===== config.mk =====
export PLATFORM = sky130hd
export DESIGN_NAME = scl_timing_gen
export DESIGN_NICKNAME = d
export VERILOG_FILES = /design/src/rtl/scl_div_pkg.sv /design/src/rtl/scl_cfg_regs.sv /design/src/rtl/scl_prescaler.sv /design/src/rtl/scl_phase_seq.sv /design/src/rtl/scl_timing_gen.sv
export SDC_FILE = /design/constraint.sdc
export NUM_CORES = 1
export LEC_CHECK = 0
export BUFFER_PORTS_ARGS = -buffer_cell sky130_fd_sc_hd__buf_2
export CAP_MARGIN = 20
export CORE_ASPECT_RATIO = 0.7
export CORE_MARGIN = 1
export CORE_UTILIZATION = 65
export CTS_BUF_LIST = sky130_fd_sc_hd__clkbuf_8 sky130_fd_sc_hd__clkbuf_16
export DETAILED_ROUTE_END_ITERATION = 12
export HOLD_SLACK_MARGIN = 0.15
export PLACE_DENSITY_LB_ADDON = 0.1
export SLEW_MARGIN = 20
export SYNTH_ARGS = -nofsm -noshare
export SYNTH_HDL_FRONTEND = slang
export SYNTH_SLANG_ARGS = --single-unit

===== constraint.sdc =====
create_clock -name clk -period 8.7 [get_ports clk]
set_input_delay 1.305 -clock clk [delete_from_list [all_inputs] [get_ports clk]]
set_output_delay 1.305 -clock clk [all_outputs]
set_load 0.005 [all_outputs]

===== src/rtl/scl_div_pkg.sv =====
// Package: shared phase encoding and the offset rule for the SCL divider.
// Assumes: counts are unsigned; the offset fits in 3 bits.
package scl_div_pkg;

    typedef enum logic [1:0] {
        PH_IDLE = 2'd0,
        PH_LOW  = 2'd1,
        PH_HIGH = 2'd2,
        PH_HOLD = 2'd3
    } phase_e;

    localparam logic [1:0] SEL_PSC  = 2'd0;
    localparam logic [1:0] SEL_LOW  = 2'd1;
    localparam logic [1:0] SEL_HIGH = 2'd2;

    // Extra module ticks added to each phase.
    function automatic logic [2:0] phase_offset(input logic psc_is_zero,
                                                input logic psc_is_one,
                                                input logic fixed_mode);
        if (fixed_mode)       return 3'd6;
        else if (psc_is_zero) return 3'd7;
        else if (psc_is_one)  return 3'd6;
        else                  return 3'd5;
    endfunction

endpackage


===== src/rtl/scl_cfg_regs.sv =====
// Module: scl_cfg_regs
// Holds the shadow counts written by software and the running copy used by
// the divider. The running copy is refreshed only on 'load'. A write in the
// same cycle as 'load' is forwarded into the running copy.
// Assumes: load is a single-cycle pulse from the phase sequencer.
module scl_cfg_regs
    import scl_div_pkg::*;
#(
    parameter int W = 16
) (
    input  logic         clk,
    input  logic         rst_n,
    input  logic         wr_en,
    input  logic [1:0]   wr_sel,
    input  logic [W-1:0] wr_data,
    input  logic         fixed_in,
    input  logic         load,
    output logic         nxt_high_zero,
    output logic [W-1:0] act_psc,
    output logic [W-1:0] act_low,
    output logic [W-1:0] act_high,
    output logic         act_fixed
);

    logic [W-1:0] shd_psc, shd_low, shd_high;
    logic [W-1:0] nxt_psc, nxt_low, nxt_high;

    // Shadow counts follow software writes.
    always_ff @(posedge clk) begin
        if (!rst_n) begin
            shd_psc  <= '0;
            shd_low  <= '0;
            shd_high <= W'(1);
        end else if (wr_en) begin
            case (wr_sel)
                SEL_PSC:  shd_psc  <= wr_data;
                SEL_LOW:  shd_low  <= wr_data;
                SEL_HIGH: shd_high <= wr_data;
                default:  ;
            endcase
        end
    end

    // Forward a same-cycle write into the values about to be adopted.
    always_comb begin
        nxt_psc  = (wr_en && wr_sel == SEL_PSC)  ? wr_data : shd_psc;
        nxt_low  = (wr_en && wr_sel == SEL_LOW)  ? wr_data : shd_low;
        nxt_high = (wr_en && wr_sel == SEL_HIGH) ? wr_data : shd_high;
    end

    assign nxt_high_zero = (nxt_high == '0);

    // Running copy is refreshed at a period boundary or on leaving reset.
    always_ff @(posedge clk) begin
        if (!rst_n) begin
            act_psc   <= '0;
            act_low   <= '0;
            act_high  <= W'(1);
            act_fixed <= 1'b0;
        end else if (load) begin
            act_psc   <= nxt_psc;
            act_low   <= nxt_low;
            act_high  <= nxt_high;
            act_fixed <= fixed_in;
        end
    end

endmodule


===== src/rtl/scl_prescaler.sv =====
// Module: scl_prescaler
// Divides the system clock by (psc+1) and gives a one-cycle module tick.
// Assumes: 'clr' holds the count at zero while the divider is not running.
module scl_prescaler #(
    parameter int W = 16
) (
    input  logic         clk,
    input  logic         rst_n,
    input  logic         clr,
    input  logic [W-1:0] psc,
    output logic         mod_tick,
    output logic         pre_zero
);

    logic [W-1:0] pcnt;

    // Free-running prescale count, wrapped at the programmed limit.
    always_ff @(posedge clk) begin
        if (!rst_n || clr)   pcnt <= '0;
        else if (pcnt == psc) pcnt <= '0;
        else                  pcnt <= pcnt + W'(1);
    end

    assign mod_tick = !clr && (pcnt == psc);
    assign pre_zero = (pcnt == '0);

endmodule


===== src/rtl/scl_phase_seq.sv =====
// Module: scl_phase_seq
// Sequences low and high phases in module ticks and produces the line
// control and strobes. It requests a reload of the running counts at each
// boundary. A zero high count parks it in the hold state.
// Assumes: act_* are stable except on the cycle after 'load'.
module scl_phase_seq
    import scl_div_pkg::*;
#(
    parameter int W  = 16,
    parameter int CW = W + 1
) (
    input  logic         clk,
    input  logic         rst_n,
    input  logic         run_en,
    input  logic         mod_tick,
    input  logic         pre_zero,
    input  logic         nxt_high_zero,
    input  logic [W-1:0] act_low,
    input  logic [W-1:0] act_high,
    input  logic [2:0]   offset,
    output logic         load,
    output logic         counting,
    output logic         scl_drive_low,
    output logic         phase_high,
    output logic         tick_change,
    output logic         tick_sample
);

    phase_e        state;
    logic [CW-1:0] phcnt;
    logic [CW-1:0] low_last, high_last, high_mid;
    logic          low_end, high_end;

    // Phase limits in module ticks, offset included.
    always_comb begin
        low_last  = CW'(act_low)  + CW'(offset) - CW'(1);
        high_last = CW'(act_high) + CW'(offset) - CW'(1);
        high_mid  = (CW'(act_high) + CW'(offset)) >> 1;
    end

    assign low_end  = (state == PH_LOW)  && mod_tick && (phcnt == low_last);
    assign high_end = (state == PH_HIGH) && mod_tick && (phcnt == high_last);
    assign load     = run_en && ((state == PH_IDLE) || high_end);

    // Phase state and tick count within the phase.
    always_ff @(posedge clk) begin
        if (!rst_n || !run_en) begin
            state <= PH_IDLE;
            phcnt <= '0;
        end else begin
            case (state)
                PH_IDLE: begin
                    state <= nxt_high_zero ? PH_HOLD : PH_LOW;
                    phcnt <= '0;
                end
                PH_LOW: begin
                    if (low_end) begin
                        state <= PH_HIGH;
                        phcnt <= '0;
                    end else if (mod_tick) begin
                        phcnt <= phcnt + CW'(1);
                    end
                end
                PH_HIGH: begin
                    if (high_end) begin
                        state <= nxt_high_zero ? PH_HOLD : PH_LOW;
                        phcnt <= '0;
                    end else if (mod_tick) begin
                        phcnt <= phcnt + CW'(1);
                    end
                end
                default: begin
                    state <= PH_HOLD;
                    phcnt <= '0;
                end
            endcase
        end
    end

    // Line control and strobes decoded from the sequencer state.
    always_comb begin
        counting      = (state == PH_LOW) || (state == PH_HIGH);
        scl_drive_low = (state == PH_LOW);
        phase_high    = (state == PH_HIGH);
        tick_change   = (state == PH_LOW)  && (phcnt == '0) && pre_zero;
        tick_sample   = (state == PH_HIGH) && (phcnt == high_mid) && pre_zero;
    end

endmodule


===== src/rtl/scl_timing_gen.sv =====
// Module: scl_timing_gen (top)
// I2C serial clock divider: prescaler, count registers and phase sequencer.
// Assumes: counts are programmed with run_en low before first use; the
// line itself is open-drain and driven low only while scl_drive_low is 1.
module scl_timing_gen
    import scl_div_pkg::*;
#(
    parameter int W = 16
) (
    input  logic         clk,
    input  logic         rst_n,
    input  logic         run_en,
    input  logic         fixed_offset,
    input  logic         wr_en,
    input  logic [1:0]   wr_sel,
    input  logic [W-1:0] wr_data,
    output logic         scl_drive_low,
    output logic         phase_high,
    output logic         tick_change,
    output logic         tick_sample
);

    localparam int CW = W + 1;

    logic         load, counting, mod_tick, pre_zero, nxt_high_zero;
    logic [W-1:0] act_psc, act_low, act_high;
    logic         act_fixed;
    logic [2:0]   offset;

    // Offset chosen from the running prescale count and variant select.
    always_comb begin
        offset = phase_offset(act_psc == '0, act_psc == W'(1), act_fixed);
    end

    scl_cfg_regs #(.W(W)) u_cfg (
        .clk           (clk),
        .rst_n         (rst_n),
        .wr_en         (wr_en),
        .wr_sel        (wr_sel),
        .wr_data       (wr_data),
        .fixed_in      (fixed_offset),
        .load          (load),
        .nxt_high_zero (nxt_high_zero),
        .act_psc       (act_psc),
        .act_low       (act_low),
        .act_high      (act_high),
        .act_fixed     (act_fixed)
    );

    scl_prescaler #(.W(W)) u_pre (
        .clk      (clk),
        .rst_n    (rst_n),
        .clr      (!counting),
        .psc      (act_psc),
        .mod_tick (mod_tick),
        .pre_zero (pre_zero)
    );

    scl_phase_seq #(.W(W), .CW(CW)) u_seq (
        .clk           (clk),
        .rst_n         (rst_n),
        .run_en        (run_en),
        .mod_tick      (mod_tick),
        .pre_zero      (pre_zero),
        .nxt_high_zero (nxt_high_zero),
        .act_low       (act_low),
        .act_high      (act_high),
        .offset        (offset),
        .load          (load),
        .counting      (counting),
        .scl_drive_low (scl_drive_low),
        .phase_high    (phase_high),
        .tick_change   (tick_change),
        .tick_sample   (tick_sample)
    );

endmodule


==> out/results.env, run 1 <==
SYNTH.CELLS.MOST_FREQUENT='dfxtp_1, xnor2_1, and2_1, mux2i_1, nor2b_1'
CRITICAL_PATH.MOST_COMMON_CELL='nor4_1'
NUMBER_OF_VIAS_PER_CELL=6.171
CRIT_PATH_CELL_TRACE='nor4_1, and4_1, a21o_1, inv_1, ha_1, inv_1, fa_1, nor2b_1, or4_1, and2_1, xnor2_1, nor4_1, nand4_1, nor4_1, buf_2'
CORE_AREA_UM2=11810
WORST_HOLD_SLACK_PS=490.9
GRT_PASS1_VIAS=6041
VDD.IR_DROP.WORST_mV=0.1753
SYN-CELL-AREA_UM2=7968
DIE_WIDTH_UM=134.3
GRT_USE_TOTAL_PCT=34.20
MULTIINPUTGATEAREA_UM2=4918
POWER_PER_CELL_AREA_nW_PER_UM2=199.2
AREA_FRACTION_OF_THE_DOMINANT_CELL_TYPE_AFTER_SYNTHESIS_PCT=33.17
WORST_PATH_LARGEST_CELL_DELAY_PS=600
POST-DP-HPWL_UM=14980
GRT_PASS1_WL_UM=32860
CRIT_SLOWEST_CELL='or4_1'
ASYNCSETRESETFLOPFRACSYNTH_PCT=0
NUMBER_OF_MAXIMUM_CAPACITANCE_CONSTRAINT_VIOLATIONS=0
POWER_LEAKAGE_nW=3.479
FINALWIRELENGTH_UM=20790
CRIT_REQUIRED_PS=7390
SETUP-TNS-FINAL_PS=0
CORE.ROWCOUNT=33
DIE-AREA_UM2=12710
TIMING.FINAL.CRIT_SHARE_PCT=66.02
POST_SYNTH.CELL_AREA_AVG_UM2=9.075
LAYOUT_CELL_SHARE_WITH_DRIVE_STRENGTH_BEYOND_1_PCT=9.703
SYNTH-WARNING-COUNT=0
DIE_H_UM=94.63
TIMING_WORST_SLEW_PIN_VALUE_PS=1066
CLKTRANSATPATHREGS_PS=60
CRITPATHCAPTURETYPE='primary output'
CTS_ROOT_BUF='clkbuf_16'
SYNTH_MOST_COMMON_CELL='dfxtp_1'
TIMING.CRITICAL_PATH.FANOUT_MAX=11
NETLIST_INSTANCES=878
CTS.REPAIR.RESIZED=0
HOLD_PATH_CLASS='reg -> reg'
SLEW_VIOL_FINAL=0
CTS_BUFFER_DEPTH=2
DRTANTENNAVIOLNETS=0
WORST_CLOCK_SKEW_PS=11.06
OUTCOME='complete, no violations'
SEQCELLAREA_UM2=2643
CRITICAL_PATH_CLASS='reg -> out'
TIMING.FMAX_MHz=174.1
SLEW_HEADROOM_PCT=28.71
INITIAL_UTILIZATION_PCT=67.47
IO_PINS=27
DESIGN.FINAL.NETS=904
SYNTH-SEQ-CELLS=132
SYNTH-EDFF-COUNT=0
CTS_HOLD_REPAIR.BUFFERS=0
FINALWEIGHTEDCONGESTION=0.9286
POST_SYNTH_MAIN_AREA_CONTRIBUTORS='dfxtp_1, xnor2_1, mux2i_1'
SETUP_VIOL=0
GRT_SETUP_UNREPAIRED='false'
BUFFER_PORTS.INSERTED=26
GRT_MAX_DEGREE=66
CTS_INSERTED_BUFFERS=17
POST-SYNTH-TOP-AREA-CELL='dfxtp_1'
GROWTH_OF_DESIGN_AREA_FROM_SYNTHESIS_TO_FINISH_PCT=9.077
PLACEDCELLCOUNT=1000
DOMINANT_SYNTHESIZED_FLOP_CELL='dfxtp_1'
WORST-R2R-CELL-COUNT=16
POST_SYNTH_NUM_CELL_TYPES=69
DETAILEDROUTE.FIRSTITERATIONVIOLATIONS=588
POST-ROUTE-DRC-COUNT=0
OVERFLOW=0
INSERTEDDIODECOUNT=0
STARTPOINT_CLASS='flip-flop'
ROUTEDWLPERCELL_UM=20.12
SYN-NUM-NETS=919
CLKSINKCOUNT=132
VIA_COUNT=6375
N_FILL_CELL=887
POST_CTS_BUFFERS=0
LAYOUT.CELLS.NON_FILLER=1033
CP_DATA_ARRIVAL_TIME_PS=4440
HOLD_VIOL_FINAL=0
WORSTSKEWPAIRLATENCY_PS=420
H-TREE-DEPTH=4
INITIAL_ANTENNA_VIOLATION_COUNT=0
HOLD_PATH_DEPTH=2
INITIAL_DRT_PASS_ITERATIONS=7
TRITONCTS='yes'
SYNTH_SEQUENTIAL_AREA_RATIO_PCT=33.17
PERIOD_NEEDED_PS=5744
[critical path: cells and delay by family, from the launching register on]
kind	cells	cell delay, ps
and+or+nand+nor	8	2210
adders and majority gates	2	730
DFF	1	430
buffers and inverters	3	310
AOI/OAI and AO/OA	1	200
xor gates and xnor gates	1	130
[sequential cells by signal, summed over array words and instances (netlist names)]
name             cells
u_cfg.act_psc       16
u_cfg.act_fixed      1
u_seq.phcnt         17
u_cfg.shd_psc       16
u_pre.pcnt          16
u_cfg.act_high      16
u_cfg.shd_high      16
u_cfg.act_low       16
u_cfg.shd_low       16
u_seq.state          2
[per-stage QoR]
step	power, mW	utilization (%)	setup WS [ps]	area [µm²]
after CTS	1.726	73.50	2997	8680
final	1.731	73.60	2956	8691
after detailed placement	0.9235	67.87	3446	8015
after floorplan	0.8637	-	4014	7968
after global routing	1.792	73.60	2671	8691
after global placement	0.9167	67.87	3562	8015
[cells in the final DEF (no fill, tap or decap), types with 14 or more instances in the layout]
master,n
nand2_1,33
nor2b_1,49
clkbuf_16,17
buf_2,26
a21oi_1,14
xnor2_1,65
mux2i_1,53
nand3_1,26
dfxtp_1,132
nor3_1,36
inv_1,31
mux2_1,39
nor2_1,44
and2_1,53
ha_1,16
nor4_1,29
nand4_1,23
xor2_1,43
[logic make-up after synthesis]
family / synth area share, %
compound gates: 7.365
buf+inv: 5.166
flops: 33.17
simple gates: 24.51
fa+ha+maj: 3.015
mux: 14.05
xor+xnor: 12.72
[path summary, 6_finish.rpt]
| check | start | end | slack, ps |
|---|---|---|---|
| min | u_cfg.act_fixed | u_cfg.act_fixed | 490 |
| min reg2reg | u_cfg.act_fixed | u_cfg.act_fixed | 490 |
| max | u_cfg.act_psc[15] | tick_sample | 2960 |
| max reg2reg | u_cfg.act_psc[8] | u_cfg.act_psc[4] | 3350 |
[per-layer routing]
metal / global-route usage (%) / vias to the layer above / wire, µm
met5: 0 / - / 0
met4: 10.21 / 0 / 347
met3: 8.159 / 31 / 1711
met2: 51.30 / 229 / 8842
met1: 48.49 / 3068 / 9885
li1: - / 3047 / -
[layout make-up]
type / instances / area share (%)
multi-input cells: 653 / 56.59
flip-flops and latches: 132 / 30.41
clock buffers: 18 / 5.053
clock inverters: 14 / 2.591
well taps: 157 / 2.260
repair buffers: 29 / 1.800
inverters: 30 / 1.296
[power breakdown]
group / internal, mW / switching, mW / leakage (nW)
Combinational: 0.115 / 0.167 / 2.09
Clock: 0.521 / 0.292 / 0.324
Sequential: 0.620 / 0.0159 / 1.07
(Power assumes the default switching activity.)
==> run 2: changes to the inputs <==
--- a/config.mk
+++ b/config.mk
@@ -5,11 +5,12 @@
 export SDC_FILE = /design/constraint.sdc
 export NUM_CORES = 1
 export LEC_CHECK = 0
+export ABC_AREA = 1
 export BUFFER_PORTS_ARGS = -buffer_cell sky130_fd_sc_hd__buf_2
 export CAP_MARGIN = 20
 export CORE_ASPECT_RATIO = 0.7
 export CORE_MARGIN = 1
-export CORE_UTILIZATION = 65
+export CORE_UTILIZATION = 63
 export CTS_BUF_LIST = sky130_fd_sc_hd__clkbuf_8 sky130_fd_sc_hd__clkbuf_16
 export DETAILED_ROUTE_END_ITERATION = 12
 export HOLD_SLACK_MARGIN = 0.15
==> constraint.sdc (replaced) <==
create_clock -name clk -period 6 [get_ports clk]
set_input_delay 0.9 -clock clk [delete_from_list [all_inputs] [get_ports clk]]
set_output_delay 0.9 -clock clk [all_outputs]
set_load 0.005 [all_outputs]
==> run 2 against run 1 <==
  * Global-route usage grew 0.65 points
  * Largest cell class unchanged
  * Clock-buffer cell count shrank 1
  * Register-to-register slack lost 2300 ps
  * Clock skew grew 4.8 ps
  * Clock power grew 34%
  * Sequential share of layout area grew 0.35 points
  * Routed wire length grew 1.1%
  * Via count grew 19%
  * Power grew 47%
  * Non-clock buffer count grew 2
  * Die area grew 1.5%
==> out/results.env, run 2 <==
SYNTH_MOST_COMMON_CELL='nand2_1'
DIE_WIDTH_UM=135.4  # +0.76%
SYNTH-WARNING-COUNT=0  # unchanged
TIMING.FMAX_MHz=195.1
DIE_H_UM=95.35  # +0.76%
POST_CTS_BUFFERS=0  # unchanged
DRTANTENNAVIOLNETS=0  # unchanged
OUTCOME='complete, no violations'
WORSTSKEWPAIRLATENCY_PS=420  # about the same
SYN-CELL-AREA_UM2=7843  # -1.6%
CRITICAL_PATH_CLASS='reg -> out'
GRT_PASS1_VIAS=6680  # +11%
POST-ROUTE-UTIL_PCT=72.01  # -1.6 points
CTS.REPAIR.RESIZED=0  # unchanged
CLOCK_GROUP_SHARE_OF_TOTAL_POWER_PCT=42.6  # -4.3 points
POST-ROUTE-DRC-COUNT=0  # unchanged
SYNTH-SEQ-CELLS=132  # unchanged
AREA_FRACTION_OF_THE_DOMINANT_CELL_TYPE_AFTER_SYNTHESIS_PCT=33.69  # +0.53 points
SYNTH_TOP_FAMILY_BY_AREA='simple AND/OR/NAND/NOR gates'
POST-DP-HPWL_UM=15120  # +0.90%
TIMING_WORST_SLEW_PIN_VALUE_PS=1098  # +31.63 ps
INITIAL_UTILIZATION_PCT=65.72  # -1.7 points
ROUTEDWLPERCELL_UM=15.64  # -22%
CORE_AREA_UM2=11930  # +1.0%
GRT_USE_TOTAL_PCT=34.84  # +0.65 points
CLKTRANSATPATHREGS_PS=60  # about the same
WORST-R2R-CELL-COUNT=23  # +7
DP_SLACK_PS=1170  # -2276 ps
SLEW_VIOL_FINAL=0  # unchanged
SYNTH_XOR_XNOR_AREA_SHARE_PCT=6.477  # -6.2 points
SYNTH_ADDER_AREA_SHARE_PCT=3.063  # +0.048 points
CTS_BUFFER_DEPTH=2  # unchanged
SYNTH-EDFF-COUNT=0  # unchanged
CRIT_REQUIRED_PS=5100  # -2290 ps
WORSTSETUPSTARTPOINT='u_cfg.act_psc[1]'
CRITPATHCAPTURETYPE='primary output'
STARTPOINT_CLASS='flip-flop'
REG2REG_FROM='u_cfg.act_psc[1]'
SYNTH_COMPOUND_GATE_AREA_SHARE_PCT=7.259  # -0.11 points
CORE.ROWCOUNT=33  # unchanged
POWER_mW=2.552  # +47%
REG2REG_SETUP_SLACK_PS=1070  # -2280 ps
FINAL_COMMON_CELL='nand2_1'
SWITCHINGPOWER_uW=766.8  # +62%
TIMING.CRITICAL_PATH.FANOUT_MAX=8  # -3
WORST_HOLD_SLACK_PS=474.6  # -16.26 ps
GRT_SETUP_UNREPAIRED='false'
DETAILEDROUTE.FIRSTITERATIONVIOLATIONS=865  # +47%
MUXSHAREOFSYNTHAREA_PCT=5.361  # -8.7 points
CLKSINKCOUNT=132  # unchanged
CTS_ROOT_BUF='clkbuf_16'
OVERFLOW=0  # unchanged
SLEW_HEADROOM_PCT=26.61  # -2.1 points
LAYOUT_COMMON_CELLS='nand2_1, nor2_1, dfxtp_1, inv_1, nand3_1'
TRITONCTS='yes'
IO_PINS=27  # unchanged
SYNTH.CELLS.MOST_FREQUENT='nand2_1, nor2_1, dfxtp_1'
POST_SYNTH_NUM_CELL_TYPES=38  # -45%
WORST_REG2REG_ENDPOINT='u_cfg.act_high[14]'
GRT_PASS1_WL_UM=34430  # +4.8%
SYNTH-SIMPLE-AREA-SHARE_PCT=35.39  # +11 points
ASYNCSETRESETFLOPFRACSYNTH_PCT=0  # unchanged
DOMINANT_SYNTHESIZED_FLOP_CELL='dfxtp_1'
HOLD_PATH_CLASS='reg -> reg'
NETLIST_INSTANCES=1176  # +34%
DESIGN.FINAL.NETS=1217  # +35%
POWER_PER_CELL_AREA_nW_PER_UM2=297.0  # +49%
BUFFER_PORTS.INSERTED=26  # unchanged
NUMBER_OF_MAXIMUM_CAPACITANCE_CONSTRAINT_VIOLATIONS=0  # unchanged
LARGEST_REGISTER_FFS=17  # unchanged
SWITCHING_FRACTION_OF_TOTAL_POWER_PCT=30.05  # +2.6 points
WORST_CLOCK_SKEW_PS=15.84  # +4.782 ps
CTS_HOLD_REPAIR.BUFFERS=0  # unchanged
H-TREE-DEPTH=4  # unchanged
CP_DATA_ARRIVAL_TIME_PS=4230  # -210 ps
POWER_LEAKAGE_nW=4.030  # +16%
REGISTERS.TOP_BY_FF_COUNT='u_seq.phcnt'
VIA_COUNT=7601  # +19%
POST_SYNTH_MAIN_AREA_CONTRIBUTORS='dfxtp_1, nand2_1, nor2_1'
MIN_FROM='u_cfg.shd_psc[0]'
GROWTH_OF_DESIGN_AREA_FROM_SYNTHESIS_TO_FINISH_PCT=9.572
INTERNAL-POWER_mW=1.785  # +42%
FINAL_WS_SETUP_PS=874.3  # -2082 ps
HOLD_VIOL_FINAL=0  # unchanged
VDD.IR_DROP.WORST_mV=0.2230  # +27%
DIE-AREA_UM2=12910  # +1.5%
CTS_INSERTED_BUFFERS=17  # unchanged
SETUP_VIOL=0  # unchanged
NUMBER_OF_VIAS_PER_CELL=5.656  # -8.4%
CRITPATHCAPTURE='tick_sample'
POST-SYNTH-TOP-AREA-CELL='dfxtp_1'
LAYOUT_CELL_SHARE_WITH_DRIVE_STRENGTH_BEYOND_1_PCT=6.824  # -2.9 points
PERIOD_NEEDED_PS=5126
FINALWIRELENGTH_UM=21030  # +1.1%
FINALWEIGHTEDCONGESTION=0.9890  # +6.5%
POST_SYNTH.CELL_AREA_AVG_UM2=6.669  # -27%
SYN-NUM-NETS=1217  # +32%
SEQ_POWER_SHARE_PCT=38.0  # +1.3 points
INSERTEDDIODECOUNT=0  # unchanged
TIMING.FINAL.CRIT_SHARE_PCT=85.43
INITIAL_ANTENNA_VIOLATION_COUNT=0  # unchanged
SYNTH_SEQUENTIAL_AREA_RATIO_PCT=33.69  # +0.53 points
SETUP-TNS-FINAL_PS=0  # unchanged
INITIAL_DRT_PASS_ITERATIONS=5  # -2
COMB_POWER_SHARE_PCT=19.3  # +3.0 points
GRT_MAX_DEGREE=100  # +52%
==> run 2: changes by cell type after synthesis, moves of 53 or more <==
cell     delta
a21oi_1    +58
and2_1     -53
inv_1      +89
nand2_1   +227
nand3_1    +91
nor2_1    +147
xnor2_1    -56
==> run 2: worst min path at each step <==
stage / end / cells past startpoint
finish: u_cfg.shd_psc[0] / 2
global route: u_cfg.shd_low[0] / 2
CTS: u_pre.pcnt[0] / 1
detailed placement: u_pre.pcnt[0] / 1
global placement: u_cfg.shd_psc[0] / 2
floorplan: u_pre.pcnt[0] / 1
==> run 2: power by group through the flow <==
stage	sequential (mW)	combinational, mW	clock, mW
global route	0.975	0.561	1.14
CTS	0.968	0.485	1.10
floorplan	0.968	0.390	0
detailed placement	0.987	0.478	0
global placement	0.985	0.471	0
finish	0.970	0.494	1.09
==> run 2: critical path, stage by stage, from the launching register on <==
cell and delay [ps]:
dfxtp_1 330, or4_1 510, nor4_1 240, a21oi_1 220, inv_1 120, o21ai_0 120
ha_1 220, inv_1 70, fa_1 280, inv_1 80, nor2_1 170, nor2_4 90
nand2_1 60, nand2_1 60, nand2_1 170, o22ai_1 110, a221oi_1 300, o21ai_0 150
a21oi_1 130, nand3_1 80, nor3_1 140, buf_2 140
==> run 2: cells by family (layout without fill, tap and decap cells) <==
group                      count (synthesis)  count (layout)
and+or+nand+nor                          647             647
muxes                                     42              42
AOI/OAI and AO/OA                        107             107
buffers and inverters                    172             183
DFF                                      132             132
xor gates and xnor gates                  58              58
adders and majority gates                 18              18
==> run 2: layout make-up <==
class | instances | area (µm²)
well taps | 157 | 196.4
fillers | 1012 | 3339
clock buffers | 17 | 425.4
multi-input cells | 872 | 4518
flip-flops and latches | 132 | 2643
repair buffers | 31 | 167.7
inverters | 122 | 457.9
clock inverters | 13 | 185.2
==> run 2: stage by stage <==
stage	area (µm²)	cells
3_5_place_dp	7978	1314
2_1_floorplan	7843	1176
4_1_cts	8588	1344
6_report	8593	1344
3_3_place_gp	7978	1314
5_1_grt	8593	1344
==> run 2: metal layers <==
| layer | track usage (%) | routed length (µm) | share of wire, % |
|---|---|---|---|
| met1 | 51.31 | 10050 | 48 |
| met2 | 50.47 | 8431 | 40 |
| met3 | 8.985 | 2314 | 11 |
| met4 | 7.397 | 230 | 1.1 |
| met5 | 0 | 0 | 0 |
